`src/rtl/fp2fix_pkg.sv`:
```
package fp2fix_pkg;
  localparam int EXP_W = 8;
  localparam int MAN_W = 23;
  localparam int BIAS  = 127;
  localparam int FLT_W = 1 + EXP_W + MAN_W;

  typedef enum logic [1:0] {
    FX_S16 = 2'b00,
    FX_U16 = 2'b01,
    FX_S32 = 2'b10,
    FX_U32 = 2'b11
  } fx_kind_e;

  typedef struct packed {
    logic             sign;
    logic             is_nan;
    logic             is_inf;
    logic             is_zero;
    logic [EXP_W-1:0] exp;
    logic [MAN_W:0]   sig;
  } fp_fields_t;
endpackage

```
`src/rtl/fp2fix_unpack.sv`:
```
module fp2fix_unpack
  import fp2fix_pkg::*;
(
  input  logic [FLT_W-1:0] op,
  output fp_fields_t       fields
);
  logic [EXP_W-1:0] e;
  logic [MAN_W-1:0] m;
  logic             e_all1;
  logic             e_all0;

  assign e      = op[FLT_W-2 -: EXP_W];
  assign m      = op[MAN_W-1:0];
  assign e_all1 = &e;
  assign e_all0 = ~|e;

  always_comb begin
    fields.sign    = op[FLT_W-1];
    fields.is_nan  = e_all1 && (m != '0);
    fields.is_inf  = e_all1 && (m == '0);
    // denormals are flushed together with true zeros
    fields.is_zero = e_all0;
    fields.exp     = e;
    fields.sig     = {1'b1, m};
  end
endmodule

```
`src/rtl/fp2fix_scale.sv`:
```
module fp2fix_scale
  import fp2fix_pkg::*;
#(
  parameter int OUT_W = 32,
  parameter int FB_W  = 6
) (
  input  fp_fields_t       fields,
  input  logic [FB_W-1:0]  fbits,
  output logic [OUT_W:0]   mag,
  output logic             ovf
);
  localparam int MAG_W    = OUT_W + 1;
  localparam int SH_W     = EXP_W + 3;
  localparam int MAX_LSH  = MAG_W - (MAN_W + 1);
  localparam int EXP_OFFS = BIAS + MAN_W;

  logic [SH_W-1:0]  sh;
  logic [SH_W-1:0]  rsh;
  logic             sh_neg;
  logic [MAG_W-1:0] sig_ext;

  assign sh      = SH_W'(fields.exp) - SH_W'(EXP_OFFS) + SH_W'(fbits);
  assign sh_neg  = sh[SH_W-1];
  assign rsh     = SH_W'(0) - sh;
  assign sig_ext = MAG_W'(fields.sig);

  always_comb begin
    ovf = 1'b0;
    mag = '0;
    if (!sh_neg) begin
      if (sh > SH_W'(MAX_LSH)) ovf = 1'b1;
      else                     mag = sig_ext << sh;
    end else if (rsh <= SH_W'(MAN_W)) begin
      mag = sig_ext >> rsh;
    end
  end
endmodule

```
`src/rtl/fp2fix_clamp.sv`:
```
module fp2fix_clamp
  import fp2fix_pkg::*;
#(
  parameter int OUT_W = 32
) (
  input  logic [1:0]       kind,
  input  fp_fields_t       fields,
  input  logic [OUT_W:0]   mag,
  input  logic             ovf,
  output logic [OUT_W-1:0] result
);
  localparam int MAG_W  = OUT_W + 1;
  localparam int HALF_W = OUT_W / 2;

  logic             wide;
  logic             uns;
  logic [MAG_W-1:0] pos_lim;
  logic [MAG_W-1:0] neg_lim;
  logic [MAG_W-1:0] neg_mag;

  assign wide = kind[1];
  assign uns  = kind[0];

  generate
    if (HALF_W > 1) begin : g_lim
      always_comb begin
        case ({wide, uns})
          2'b00:   pos_lim = (MAG_W'(1) << (HALF_W - 1)) - MAG_W'(1);
          2'b01:   pos_lim = (MAG_W'(1) << HALF_W) - MAG_W'(1);
          2'b10:   pos_lim = (MAG_W'(1) << (OUT_W - 1)) - MAG_W'(1);
          default: pos_lim = (MAG_W'(1) << OUT_W) - MAG_W'(1);
        endcase
        neg_lim = wide ? (MAG_W'(1) << (OUT_W - 1)) : (MAG_W'(1) << (HALF_W - 1));
      end
    end
  endgenerate

  always_comb begin
    neg_mag = '0;
    result  = '0;
    if (fields.is_nan || fields.is_zero) begin
      result = '0;
    end else if (fields.sign) begin
      if (uns) begin
        result = '0;
      end else begin
        neg_mag = (fields.is_inf || ovf || mag > neg_lim) ? neg_lim : mag;
        result  = OUT_W'(MAG_W'(0) - neg_mag);
      end
    end else if (fields.is_inf || ovf || mag > pos_lim) begin
      result = OUT_W'(pos_lim);
    end else begin
      result = OUT_W'(mag);
    end
  end
endmodule

```
`src/rtl/fp2fix_conv.sv`:
```
module fp2fix_conv
  import fp2fix_pkg::*;
#(
  parameter int OUT_W = 32,
  parameter int FB_W  = 6
) (
  input  logic             clk,
  input  logic             rst,
  input  logic             in_valid,
  input  logic [31:0]      in_float,
  input  logic [1:0]       in_kind,
  input  logic [FB_W-1:0]  in_fbits,
  output logic             out_valid,
  output logic [OUT_W-1:0] out_result
);
  localparam int HALF_W = OUT_W / 2;

  fp_fields_t       fields;
  logic [OUT_W:0]   mag;
  logic             ovf;
  logic [OUT_W-1:0] conv;

  fp2fix_unpack u_unpack (
    .op     (in_float),
    .fields (fields)
  );

  fp2fix_scale #(.OUT_W(OUT_W), .FB_W(FB_W)) u_scale (
    .fields (fields),
    .fbits  (in_fbits),
    .mag    (mag),
    .ovf    (ovf)
  );

  fp2fix_clamp #(.OUT_W(OUT_W)) u_clamp (
    .kind   (in_kind),
    .fields (fields),
    .mag    (mag),
    .ovf    (ovf),
    .result (conv)
  );

  always_ff @(posedge clk) begin
    if (rst) begin
      out_valid  <= 1'b0;
      out_result <= '0;
    end else begin
      out_valid <= in_valid;
      if (in_valid) out_result <= conv;
    end
  end


  vld_follow_chk: assert property (@(posedge clk) disable iff (rst)
    in_valid |=> out_valid);

  vld_idle_chk: assert property (@(posedge clk) disable iff (rst)
    !in_valid |=> !out_valid);

  hold_chk: assert property (@(posedge clk) disable iff (rst)
    !in_valid |=> $stable(out_result));

  nan_zero_chk: assert property (@(posedge clk) disable iff (rst)
    (in_valid && fields.is_nan) |=> (out_result == '0));

  tiny_zero_chk: assert property (@(posedge clk) disable iff (rst)
    (in_valid && fields.is_zero) |=> (out_result == '0));

  uns_neg_chk: assert property (@(posedge clk) disable iff (rst)
    (in_valid && fields.sign && in_kind[0]) |=> (out_result == '0));

  u16_ext_chk: assert property (@(posedge clk) disable iff (rst)
    (in_valid && in_kind == FX_U16) |=> (out_result[OUT_W-1:HALF_W] == '0));

  s16_ext_chk: assert property (@(posedge clk) disable iff (rst)
    (in_valid && in_kind == FX_S16) |=>
      (out_result[OUT_W-1:HALF_W-1] == '0 || out_result[OUT_W-1:HALF_W-1] == '1));
endmodule

```
`config.mk`:
```
export PLATFORM = sky130hd
export DESIGN_NAME = fp2fix_conv
export DESIGN_NICKNAME = d
export VERILOG_FILES = /design/src/rtl/fp2fix_pkg.sv /design/src/rtl/fp2fix_unpack.sv /design/src/rtl/fp2fix_scale.sv /design/src/rtl/fp2fix_clamp.sv /design/src/rtl/fp2fix_conv.sv
export SDC_FILE = /design/constraint.sdc
export NUM_CORES = 1
export LEC_CHECK = 0
export BUFFER_PORTS_ARGS = -buffer_cell sky130_fd_sc_hd__clkbuf_2
export CAP_MARGIN = 0
export CELL_PAD_IN_SITES_DETAIL_PLACEMENT = 0
export CELL_PAD_IN_SITES_GLOBAL_PLACEMENT = 1
export CORE_MARGIN = 5
export CORE_UTILIZATION = 46
export CTS_BUF_LIST = sky130_fd_sc_hd__clkbuf_4 sky130_fd_sc_hd__clkbuf_8
export DETAILED_ROUTE_END_ITERATION = 7
export GPL_ROUTABILITY_DRIVEN = 0
export GPL_TIMING_DRIVEN = 0
export PLACE_DENSITY_LB_ADDON = 0.08
export SKIP_LAST_GASP = 1
export SYNTH_ARGS = -nofsm -noshare
export SYNTH_HDL_FRONTEND = slang
export SYNTH_SLANG_ARGS = --single-unit
```
`constraint.sdc`:
```
create_clock -name clk -period 9.8 [get_ports clk]
set_input_delay 0.98 -clock clk [delete_from_list [all_inputs] [get_ports clk]]
set_output_delay 0.98 -clock clk [all_outputs]
set_load 0.02 [all_outputs]
```
After elaboration in Yosys (flattened, before gate mapping):

Index checks and enable logic that the tools add are counted.

* add/sub/neg operators: 4
* order comparisons: 4
* eq/ne operators: 2
* shift operators: 2
* multiplexer cells: 12
* reduce and logical (&&, ||, !) cells: 12

Operators by type and width (number)
* $mux W32: 6
* $mux W33: 3
* $pmux W32 S3: 1
* $gt A33 B32 Y1: 2
* $shl A24 B11 Y33: 1
* $shr A24 B11 Y33: 1
* $sub A1 B32 Y32 const A: 1
* $logic_not A23 Y1: 1
* $reduce_bool A23 Y1: 1
* $add A11 B6 Y11: 1
* $gt A11 B4 Y1 const B: 1
* $le A11 B5 Y1 const B: 1
* $sub A1 B11 Y11 const A: 1
* $sub A8 B8 Y9 const B: 1
* $reduce_and A8 Y1: 1
* $reduce_or A8 Y1: 1
* $logic_or A1 B1 Y1: 4
* $eq A2 B1 Y1 const B: 1
* $eq A2 B2 Y1 const B: 1
* $logic_and A1 B1 Y1: 2
* $logic_not A2 Y1: 1
* $mux W1: 2
* $logic_not A1 Y1: 1

* flip-flop bits (word level): 33
* input bits: 43
* output and inout port bits: 33

Depth between registers and ports, before layout:

Gate-level depths: netlist (run 1).

* depth after elaboration: 13
* gate-level depth with buffers: 31

By module:

A second synthesis (run 1) with hierarchy kept.

* cells, all modules: 963
* area total of the unflattened synthesis: 7011.7 um^2

By module, submodules not included
* fp2fix_scale: times used 1, cells an instance 477, area an instance 3348.2 um^2, seq. area each 0.0 um^2
* fp2fix_clamp: times used 1, cells an instance 329, area an instance 2100.8 um^2, seq. area each 0.0 um^2
* fp2fix_conv: times used 1, cells an instance 106, area an instance 1202.4 um^2, seq. area each 660.6 um^2
* fp2fix_unpack: times used 1, cells an instance 51, area an instance 360.3 um^2, seq. area each 0.0 um^2

Worst setup path after synthesis (run 1):

OpenSTA, ideal clock, no wires.

* path type: input port to flip-flop
* start: in in_float[24]
* end: reg out_result[15]
* library setup time: 0.124 ns
* data arrival time: 6.961 ns
* data required time: 9.676 ns
* setup slack: 2.715 ns
* cell stages on the path: 31
* cell sequence: ha_1 o21ai_1 xor2_1 ha_1 buf_2 and2_1 a221oi_2 a211oi_1 a311oi_1 nand3_1 o21a_1 buf_2 nor2_1 nand2_1 o22a_1 inv_1 ha_1 a21o_1 a21o_1 a21o_1 a21o_1 a21o_1 a21o_1 a21oi_1 o211ai_1 nor2_1 nor2_2 buf_6 mux2i_1 a222oi_1 nor2_1

* cells in the longest elaborated chain, start to end: 13
* elaborated cells between the ends (all ways): 29
* classes of those cells: add/sub (4); order compare (4); shift (2); mux (10); reduce/logical (9)

Ends and longest elaborated chain
* start: declaration: line fp2fix_conv.sv:10 `input logic [31:0] in_float,`
* $sub A8 B8 Y9: line fp2fix_scale.sv:22 `assign sh = SH_W'(fields.exp) - SH_W'(EXP_OFFS) + SH_W'(fbits);`
* $add A11 B6 Y11: line fp2fix_scale.sv:22
* $sub A1 B11 Y11: line fp2fix_scale.sv:24 `assign rsh = SH_W'(0) - sh;`
* $le A11 B5 Y1 or $shr A24 B11 Y33 (tied branches): line fp2fix_scale.sv:33, fp2fix_scale.sv:34
* $mux W33: line fp2fix_scale.sv:33 `end else if (rsh <= SH_W'(MAN_W)) begin`
* $mux W33: line fp2fix_scale.sv:30 `if (!sh_neg) begin`
* $gt A33 B32 Y1: line fp2fix_clamp.sv:47 `neg_mag = (fields.is_inf || ovf || mag > neg_lim) ? neg_lim : mag;`
* $logic_or A1 B1 Y1: line fp2fix_clamp.sv:47
* $mux W32: line fp2fix_clamp.sv:47
* $sub A1 B32 Y32: line fp2fix_clamp.sv:48 `result = OUT_W'(MAG_W'(0) - neg_mag);`
* $mux W32: line fp2fix_clamp.sv:44 `if (uns) begin`
* $mux W32: line fp2fix_clamp.sv:43 `end else if (fields.sign) begin`
* $mux W32 *: line fp2fix_clamp.sv:41 `if (fields.is_nan || fields.is_zero) begin`
* end signal: assignment: line fp2fix_conv.sv:49 `if (in_valid) out_result <= conv;`
* end: declaration: line fp2fix_conv.sv:14 `output logic [OUT_W-1:0] out_result`

Mark *: on every way between the ends. The rest lies on a longest branch, timed or not.
A chain may end at the register's enable or synchronous reset.

Worst setup path in the final report (run 1):

* start: in in_float[24]
* end: reg out_result[28]

The elaborated chain is that of the path after synthesis.

==> flow_summary.yaml, run 1 <==
power_and_ir_drop:
  power_density_nw_per_um2: 155
  total_leakage_power_uw: 0.00350
  vdd_ir_drop_max_mv: 0.0672
  power_switching_uw: 754
  cell_internal_pwr_uw: 567
  seq_power_share_pct: 11.3
  switching_share_pct: 57.1
  total_power_uw: 1320
  pwr-share-clk_pct: 8.1
  power.combinational.fraction_pct: 80.6
sta:
  clock_skew_ns: 0
  final.min_clock_period_ns: 8.78
  final_max_slew_viol_count: 0
  rsz0062_at_grt: "no"
  final.period_utilization_pct: 89.6
  slew_headroom_pct: 24.6
  setup_viol_count_final: 0
  setup-tns-final_ns: 0
  worst_slew_pin_slew_ns: 1.12
  report.final.hold_viol_count: 0
  timing.fmax_mhz: 114
die:
  die-height_um: 140
  row_count: 47
  io_pins: 76
  placeableCoreArea_um2: 16600
  initial_core_util_pct: 47.0
  floorplan.die.width_um: 140
  dieArea_um2: 19700
drt:
  viasPerCell: 6.82
  drtAntennaViolNets: 0
  dr.first_iter.drc_count: 1085
  firstDrtPassIters: 5
  via_count: 9204
  detail_route.drc_violations: 0
  routed_wirelength_um: 30800
  wl_per_cell_um: 22.8
min_path:
  hold-path-endpoint: "out_result[8]"
  hold_path_startpoint: "out_result[8]"
  hold_path.class: "flop to flop"
  min_delay_path_depth: 2
cts:
  post_cts_resized: 0
  cell_chosen_for_the_clock_root: "sky130_fd_sc_hd__clkbuf_8"
  cts_hold_buf: 0
  clk_latency_ns: 0.30
  cts_sinks: 33
  ctsLongestPathBuffers: 2
  cts_tree: "yes"
  clock_buffer_count_from_cts: 5
  cts_max_level: 2
  worst_setup_hold_path_clk_slew_ns: 0.07
  post_cts_buffers: 0
worst_setup_path:
  reg2regPathDepth: 3
  worst_path_slowest_cell: "sky130_fd_sc_hd__a311oi_1"
  cpMostUsedCell: "sky130_fd_sc_hd__a21o_1"
  critical_path.startpoint_type: "input port"
  critical_path.reg2reg.startpoint: "out_result[26]"
  worst_ep_required_time_ns: 10.04
  startpoint: "in_float[24]"
  critical_path.endpoint_type: "flop"
  reg2reg_to: "out_result[26]"
  timing.critical_path.arrival_ns: 9.02
  timing.critical_path.slowest_cell_delay_ns: 0.80
  setup.worst_path.class: "input port to flop"
  reg2reg_setup_slack_ns: 8.93
  critical_path.max_fanout: 10
synth:
  synth-async-reset-ratio_pct: 0
  synth_area_per_cell_um2: 7.43
  yosys.area.top_type_share_pct: 8.47
  yosysWarnings: 0
  post_synth_inst_count: 1050
  syn-num-nets: 1125
  ys_types: 110
  synth_enable_flop_cells: 0
  postSynthRegisterBits: 33
  synth_area_um2: 7800
  yosysTopAreaCell: "sky130_fd_sc_hd__dfxtp_1"
  postSynth.topFlopCell: "sky130_fd_sc_hd__dfxtp_1"
  post_synth_main_area_contributors: "sky130_fd_sc_hd__dfxtp_1, sky130_fd_sc_hd__mux2i_1, sky130_fd_sc_hd__mux4_2"
  seq_area_frac_synth_pct: 8.47
grt:
  grt_use_total_pct: 30.1
  first_global_vias: 8477
  wire_length_of_the_first_global_routing_pass_um: 48000
  grt_start_max_net_pins: 19
  grt_antenna_before_repair: 0
  grt-ovfl-total: 0
layout:
  layout-area-overhead-vs-synth_pct: 9.26
  ff_latch_area_um2: 661
  multi_input_gate_area_in_the_final_layout_um2: 6620
  layout-drive-gt1-share_pct: 19.3
  finalNetCount: 1204
  filler_cell_count: 1761
  num_antenna_cells: 0
job:
  drv.max_cap_violation_count: 0
placed_design:
  detailedPlacementHpwl_um: 24900
  placement.io_buffers: 72
status:
  outcome: "finished, final reports clean"
[registers in the layout (all words and copies together) (netlist names)]
| signal | count |
|---|---|
| out_result | 32 |
| out_valid | 1 |
[placed cells by master, fill, tap and decap left out, types with 12 or more instances in the layout]
cell,instances
sky130_fd_sc_hd__a21oi_1,60
sky130_fd_sc_hd__buf_2,29
sky130_fd_sc_hd__nand2_1,105
sky130_fd_sc_hd__inv_1,22
sky130_fd_sc_hd__dfxtp_1,33
sky130_fd_sc_hd__clkbuf_2,72
sky130_fd_sc_hd__nand3_1,39
sky130_fd_sc_hd__mux2i_1,66
sky130_fd_sc_hd__a31oi_1,14
sky130_fd_sc_hd__o211ai_1,19
sky130_fd_sc_hd__mux4_2,27
sky130_fd_sc_hd__nor4_1,18
sky130_fd_sc_hd__o21ai_0,68
sky130_fd_sc_hd__ha_1,31
sky130_fd_sc_hd__nor2_1,92
sky130_fd_sc_hd__nand4_1,17
sky130_fd_sc_hd__a21o_1,18
sky130_fd_sc_hd__and3_1,12
sky130_fd_sc_hd__nand2b_1,18
sky130_fd_sc_hd__mux2_2,14
sky130_fd_sc_hd__nor3_1,40
sky130_fd_sc_hd__or2_2,12
sky130_fd_sc_hd__clkbuf_1,39
[metrics by stage]
| step | instance area [um2] | utilization [%] | std cells | worst slack, ns | hold WS [ns] |
|---|---|---|---|---|---|
| CTS | 8520 | 51.4 | 1350 | 1.22 | 0.458 |
| finish | 8520 | 51.4 | 1350 | 1.02 | 0.452 |
| global route | 8520 | 51.4 | 1350 | 0.567 | 0.486 |
| floorplan | 7800 | - | 1050 | 2.72 | 0.524 |
| global placement | 8430 | 50.9 | 1342 | 0.949 | 0.436 |
| detailed placement | 8430 | 50.9 | 1342 | 0.934 | 0.443 |
[kinds of logic (layout without fill, tap and decap cells)]
family                   after synthesis  after routing  share of synthesized area, %
buffers and inverters                110            190                          6.63
flip-flops                            33             33                          8.47
multiplexers                         109            109                          18.6
AO/OA/AOI/OAI                        322            322                          30.1
adder cells (fa/ha/maj)               32             32                          5.23
AND/OR/NAND/NOR                      423            423                          27.6
XOR/XNOR                              21             21                          3.31
[power by group through the flow]
stage	registers, uW	logic [uW]	clock network, uW
2_1_floorplan	165	731	0
3_3_place_gp	152	1020	0
3_5_place_dp	153	1020	0
4_1_cts	149	1030	107
5_1_grt	151	1130	116
6_report	149	1060	107
[how the worst max path moves through the flow]
| stage | endpoint | slack (ns) |
|---|---|---|
| detailed placement | out_result[15] | 0.93 |
| global placement | out_result[15] | 0.95 |
| global route | out_result[28] | 0.57 |
| CTS | out_result[15] | 1.22 |
| floorplan | out_result[15] | 2.72 |
| finish | out_result[28] | 1.02 |
[routing by layer]
metal | GRT usage [%] | part of all wire [%]
met2 | 45.9 | 43
met3 | 5.39 | 10
met1 | 44.2 | 44
met4 | 6.83 | 2.8
met5 | 0 | 0
[cell type report]
cell class	instances	share of cell area (%)
plain buffers	85	4.96
clock buffers	6	0.896
clock inverters	2	0.117
inverters	25	1.10
multi-input cells	907	77.7
flip-flops and latches	33	7.75
well taps	220	3.23
repair buffers	72	4.23
[synth_stat cells (7+ instances only)]
library cell,n
sky130_fd_sc_hd__a211o_1,7
sky130_fd_sc_hd__a211oi_1,10
sky130_fd_sc_hd__a21o_1,18
sky130_fd_sc_hd__a21oi_1,60
sky130_fd_sc_hd__a31oi_1,14
sky130_fd_sc_hd__and3_1,12
sky130_fd_sc_hd__buf_2,29
sky130_fd_sc_hd__clkbuf_1,39
sky130_fd_sc_hd__dfxtp_1,33
sky130_fd_sc_hd__ha_1,31
sky130_fd_sc_hd__inv_1,22
sky130_fd_sc_hd__mux2_2,14
sky130_fd_sc_hd__mux2i_1,66
sky130_fd_sc_hd__mux4_2,27
sky130_fd_sc_hd__nand2_1,105
sky130_fd_sc_hd__nand2b_1,18
sky130_fd_sc_hd__nand3_1,39
sky130_fd_sc_hd__nand4_1,17
sky130_fd_sc_hd__nor2_1,92
sky130_fd_sc_hd__nor2b_1,10
sky130_fd_sc_hd__nor3_1,40
sky130_fd_sc_hd__nor4_1,18
sky130_fd_sc_hd__o211ai_1,19
sky130_fd_sc_hd__o21ai_0,68
sky130_fd_sc_hd__o21ai_1,11
sky130_fd_sc_hd__o31ai_1,10
sky130_fd_sc_hd__or2_2,12
sky130_fd_sc_hd__or3_1,11
sky130_fd_sc_hd__xnor2_1,7
[worst max-delay path, delay by kind of cell]
family	cells	cell delay [ns]
compound gates	15	3.57
xor+xnor	1	0.24
fa+ha+maj	3	0.80
buf+inv	4	0.68
simple gates	8	2.74
Power figures use the tool's default switching activity.
==> inputs of run 2 (changes only) <==
--- a/config.mk
+++ b/config.mk
@@ -5,12 +5,13 @@
 export SDC_FILE = /design/constraint.sdc
 export NUM_CORES = 1
 export LEC_CHECK = 0
+export ABC_AREA = 1
 export BUFFER_PORTS_ARGS = -buffer_cell sky130_fd_sc_hd__clkbuf_2
 export CAP_MARGIN = 0
 export CELL_PAD_IN_SITES_DETAIL_PLACEMENT = 0
 export CELL_PAD_IN_SITES_GLOBAL_PLACEMENT = 1
 export CORE_MARGIN = 5
-export CORE_UTILIZATION = 46
+export CORE_UTILIZATION = 43
 export CTS_BUF_LIST = sky130_fd_sc_hd__clkbuf_4 sky130_fd_sc_hd__clkbuf_8
 export DETAILED_ROUTE_END_ITERATION = 7
 export GPL_ROUTABILITY_DRIVEN = 0
==> flow_summary.yaml, run 2 <==
status:
  outcome: "finished, final reports clean"
drt:
  firstDrtPassIters: 5
  routed_wirelength_um: 29000
  via_count: 9615
  dr.first_iter.drc_count: 1043
  drtAntennaViolNets: 0
  viasPerCell: 5.79
  detail_route.drc_violations: 0
  wl_per_cell_um: 17.5
grt:
  met2_layer_usage_reported_by_global_route_pct: 44.5
  gr-usage-met3_pct: 3.70
  grt_use_total_pct: 28.0
  grt_start_max_net_pins: 17
  first_global_vias: 8835
  grt.busiest_layer: "met2"
  grt-ovfl-total: 0
  grt_antenna_before_repair: 0
  wire_length_of_the_first_global_routing_pass_um: 46200
  grtUsageMet1_pct: 41.4
placed_design:
  placement.io_buffers: 74
  detailedPlacementHpwl_um: 23600
  post-place-ws_ns: 2.35
layout:
  layout_commonest_cell: "sky130_fd_sc_hd__nand2_1"
  largest_register_ffs: 32
  largest-register: "out_result"
  commonest_cells_after_routing_fill_and_taps_aside: "sky130_fd_sc_hd__nand2_1, sky130_fd_sc_hd__nand3_1, sky130_fd_sc_hd__inv_1, sky130_fd_sc_hd__clkbuf_2, sky130_fd_sc_hd__nor2_1"
  finalCoreUtilization_pct: 48.0
  filler_cell_count: 1995
  num_antenna_cells: 0
  layout-area-overhead-vs-synth_pct: 9.80
  finalNetCount: 1510
  biggestRegsByFlops: "out_result: 32 flops, out_valid: 1 flops"
  layout-drive-gt1-share_pct: 17.0
min_path:
  hold_path.class: "flop to flop"
power_and_ir_drop:
  pwr-share-clk_pct: 10.6
  power_switching_uw: 562
  cell_internal_pwr_uw: 414
  power.combinational.fraction_pct: 74.2
  total_leakage_power_uw: 0.00426
  power_density_nw_per_um2: 118
  vdd_ir_drop_max_mv: 0.0653
  seq_power_share_pct: 15.2
  switching_share_pct: 57.6
sta:
  final.min_clock_period_ns: 7.26
  final_max_slew_viol_count: 0
  setup-tns-final_ns: 0
  slew_headroom_pct: 54.5
  finalHoldWorstSlack_ns: 0.463
  final.period_utilization_pct: 74.0
  setup_viol_count_final: 0
  clock_skew_ns: 0
  worst_slew_pin_slew_ns: 0.683
  report.final.hold_viol_count: 0
  rsz0062_at_grt: "no"
  timing.fmax_mhz: 138
  layout_setup_ws_ns: 2.54
synth:
  seq_area_frac_synth_pct: 8.77
  postSynth.topFlopCell: "sky130_fd_sc_hd__dfxtp_1"
  post_synth_main_area_contributors: "sky130_fd_sc_hd__nand3_1, sky130_fd_sc_hd__nand2_1, sky130_fd_sc_hd__dfxtp_1"
  synth_area_per_cell_um2: 5.56
  synth_enable_flop_cells: 0
  yosysWarnings: 0
  ys_types: 54
  synth_top_cells_by_count: "sky130_fd_sc_hd__nand2_1, sky130_fd_sc_hd__nand3_1, sky130_fd_sc_hd__inv_1"
  syn-num-nets: 1429
  synth_area_um2: 7530
  yosys.area.top_type_share_pct: 21.4
  synth-async-reset-ratio_pct: 0
  yosysMostFrequentCell: "sky130_fd_sc_hd__nand2_1"
  postSynthRegisterBits: 33
  yosysTopAreaCell: "sky130_fd_sc_hd__nand3_1"
  post_synth_inst_count: 1354
die:
  initial_core_util_pct: 43.7
  dieArea_um2: 20300
  placeableCoreArea_um2: 17200
  floorplan.die.width_um: 142
  die-height_um: 142
  io_pins: 76
  row_count: 48
cts:
  ctsLongestPathBuffers: 2
  post_cts_buffers: 0
  cts_hold_buf: 0
  worst_setup_hold_path_clk_slew_ns: 0.08
  clock_buffer_count_from_cts: 5
  cts_sinks: 33
  cell_chosen_for_the_clock_root: "sky130_fd_sc_hd__clkbuf_8"
  cts_tree: "yes"
  cts_max_level: 2
  clk_latency_ns: 0.29
  post_cts_resized: 0
worst_setup_path:
  worst_path_slowest_cell: "sky130_fd_sc_hd__clkbuf_1"
  critical_path.endpoint_type: "flop"
  crit_family: "simple AND/OR/NAND/NOR gates"
  cpMostUsedCell: "sky130_fd_sc_hd__nand2_1"
  setup.worst_path.class: "input port to flop"
  timing.critical_path.slowest_cell_delay_ns: 0.38
  cp_num_buf_inv: 9
  critical_path.startpoint_type: "input port"
  worst_ep_required_time_ns: 10.03
  timing.critical_path.arrival_ns: 7.48
  critical_path.max_fanout: 10
job:
  drv.max_cap_violation_count: 0
[run 2: cell types whose count changed after synthesis, moves of 27 or more]
cell / change
sky130_fd_sc_hd__nand3_1: +283
sky130_fd_sc_hd__mux2i_1: -66
sky130_fd_sc_hd__nor3_1: -31
sky130_fd_sc_hd__mux4_2: -27
sky130_fd_sc_hd__o21ai_0: -39
sky130_fd_sc_hd__nand2_1: +263
sky130_fd_sc_hd__inv_1: +79
sky130_fd_sc_hd__nand2_2: +31
[run 2: layout make-up]
cell class,instances,area (um2),area share (%)
Buffer,78,420,5.08
Clock buffer,5,68.8,0.832
Clock inverter,3,17.5,0.212
Inverter,117,439,5.31
Multi-Input combinational cell,1126,6010,72.7
Sequential cell,33,661,7.99
Tap cell,225,282,3.40
Timing Repair Buffer,74,370,4.48
[run 2: cell families after synthesis]
group | share of synthesized area (%)
AOI/OAI and AO/OA | 15.3
xor gates and xnor gates | 0.930
adders and majority gates | 5.41
buffers and inverters | 11.4
DFF | 8.77
and+or+nand+nor | 58.2
[run 2: final timing paths]
path / slack (ns) / start / to / cells past startpoint
hold / removal: 0.46 / out_result[26] / out_result[26] / 2
setup / recovery: 2.54 / in_float[23] / out_result[22] / 41
hold reg to reg: 0.46 / out_result[26] / out_result[26] / 2
setup reg to reg: 9.15 / out_result[27] / out_result[27] / 2
[run 2: worst min-delay path, stage by stage (launching register included)]
cell                      delay (ns)
sky130_fd_sc_hd__dfxtp_1        0.31
sky130_fd_sc_hd__nand2_1        0.06
sky130_fd_sc_hd__a21oi_1        0.05
[run 2: routing by layer]
layer / share of wire (%) / vias to the layer above
met3: 7.2 / 36
met5: 0 / -
met2: 44 / 348
met4: 1.5 / 0
met1: 47 / 4452
li1: - / 4779
[run 2: through the flow]
stage,instances,total power (uW),cell area [um2]
3_5_place_dp,1653,857,8190
2_1_floorplan,1354,674,7530
6_report,1661,976,8270
5_1_grt,1661,1060,8270
3_3_place_gp,1653,857,8190
4_1_cts,1661,964,8270
[run 2: power groups by stage]
| stage | Sequential (uW) | Clock [uW] | Combinational (uW) |
|---|---|---|---|
| floorplan | 163 | 0 | 511 |
| global placement | 151 | 0 | 706 |
| detailed placement | 151 | 0 | 706 |
| CTS | 148 | 107 | 709 |
| global route | 149 | 113 | 800 |
| finish | 148 | 103 | 724 |
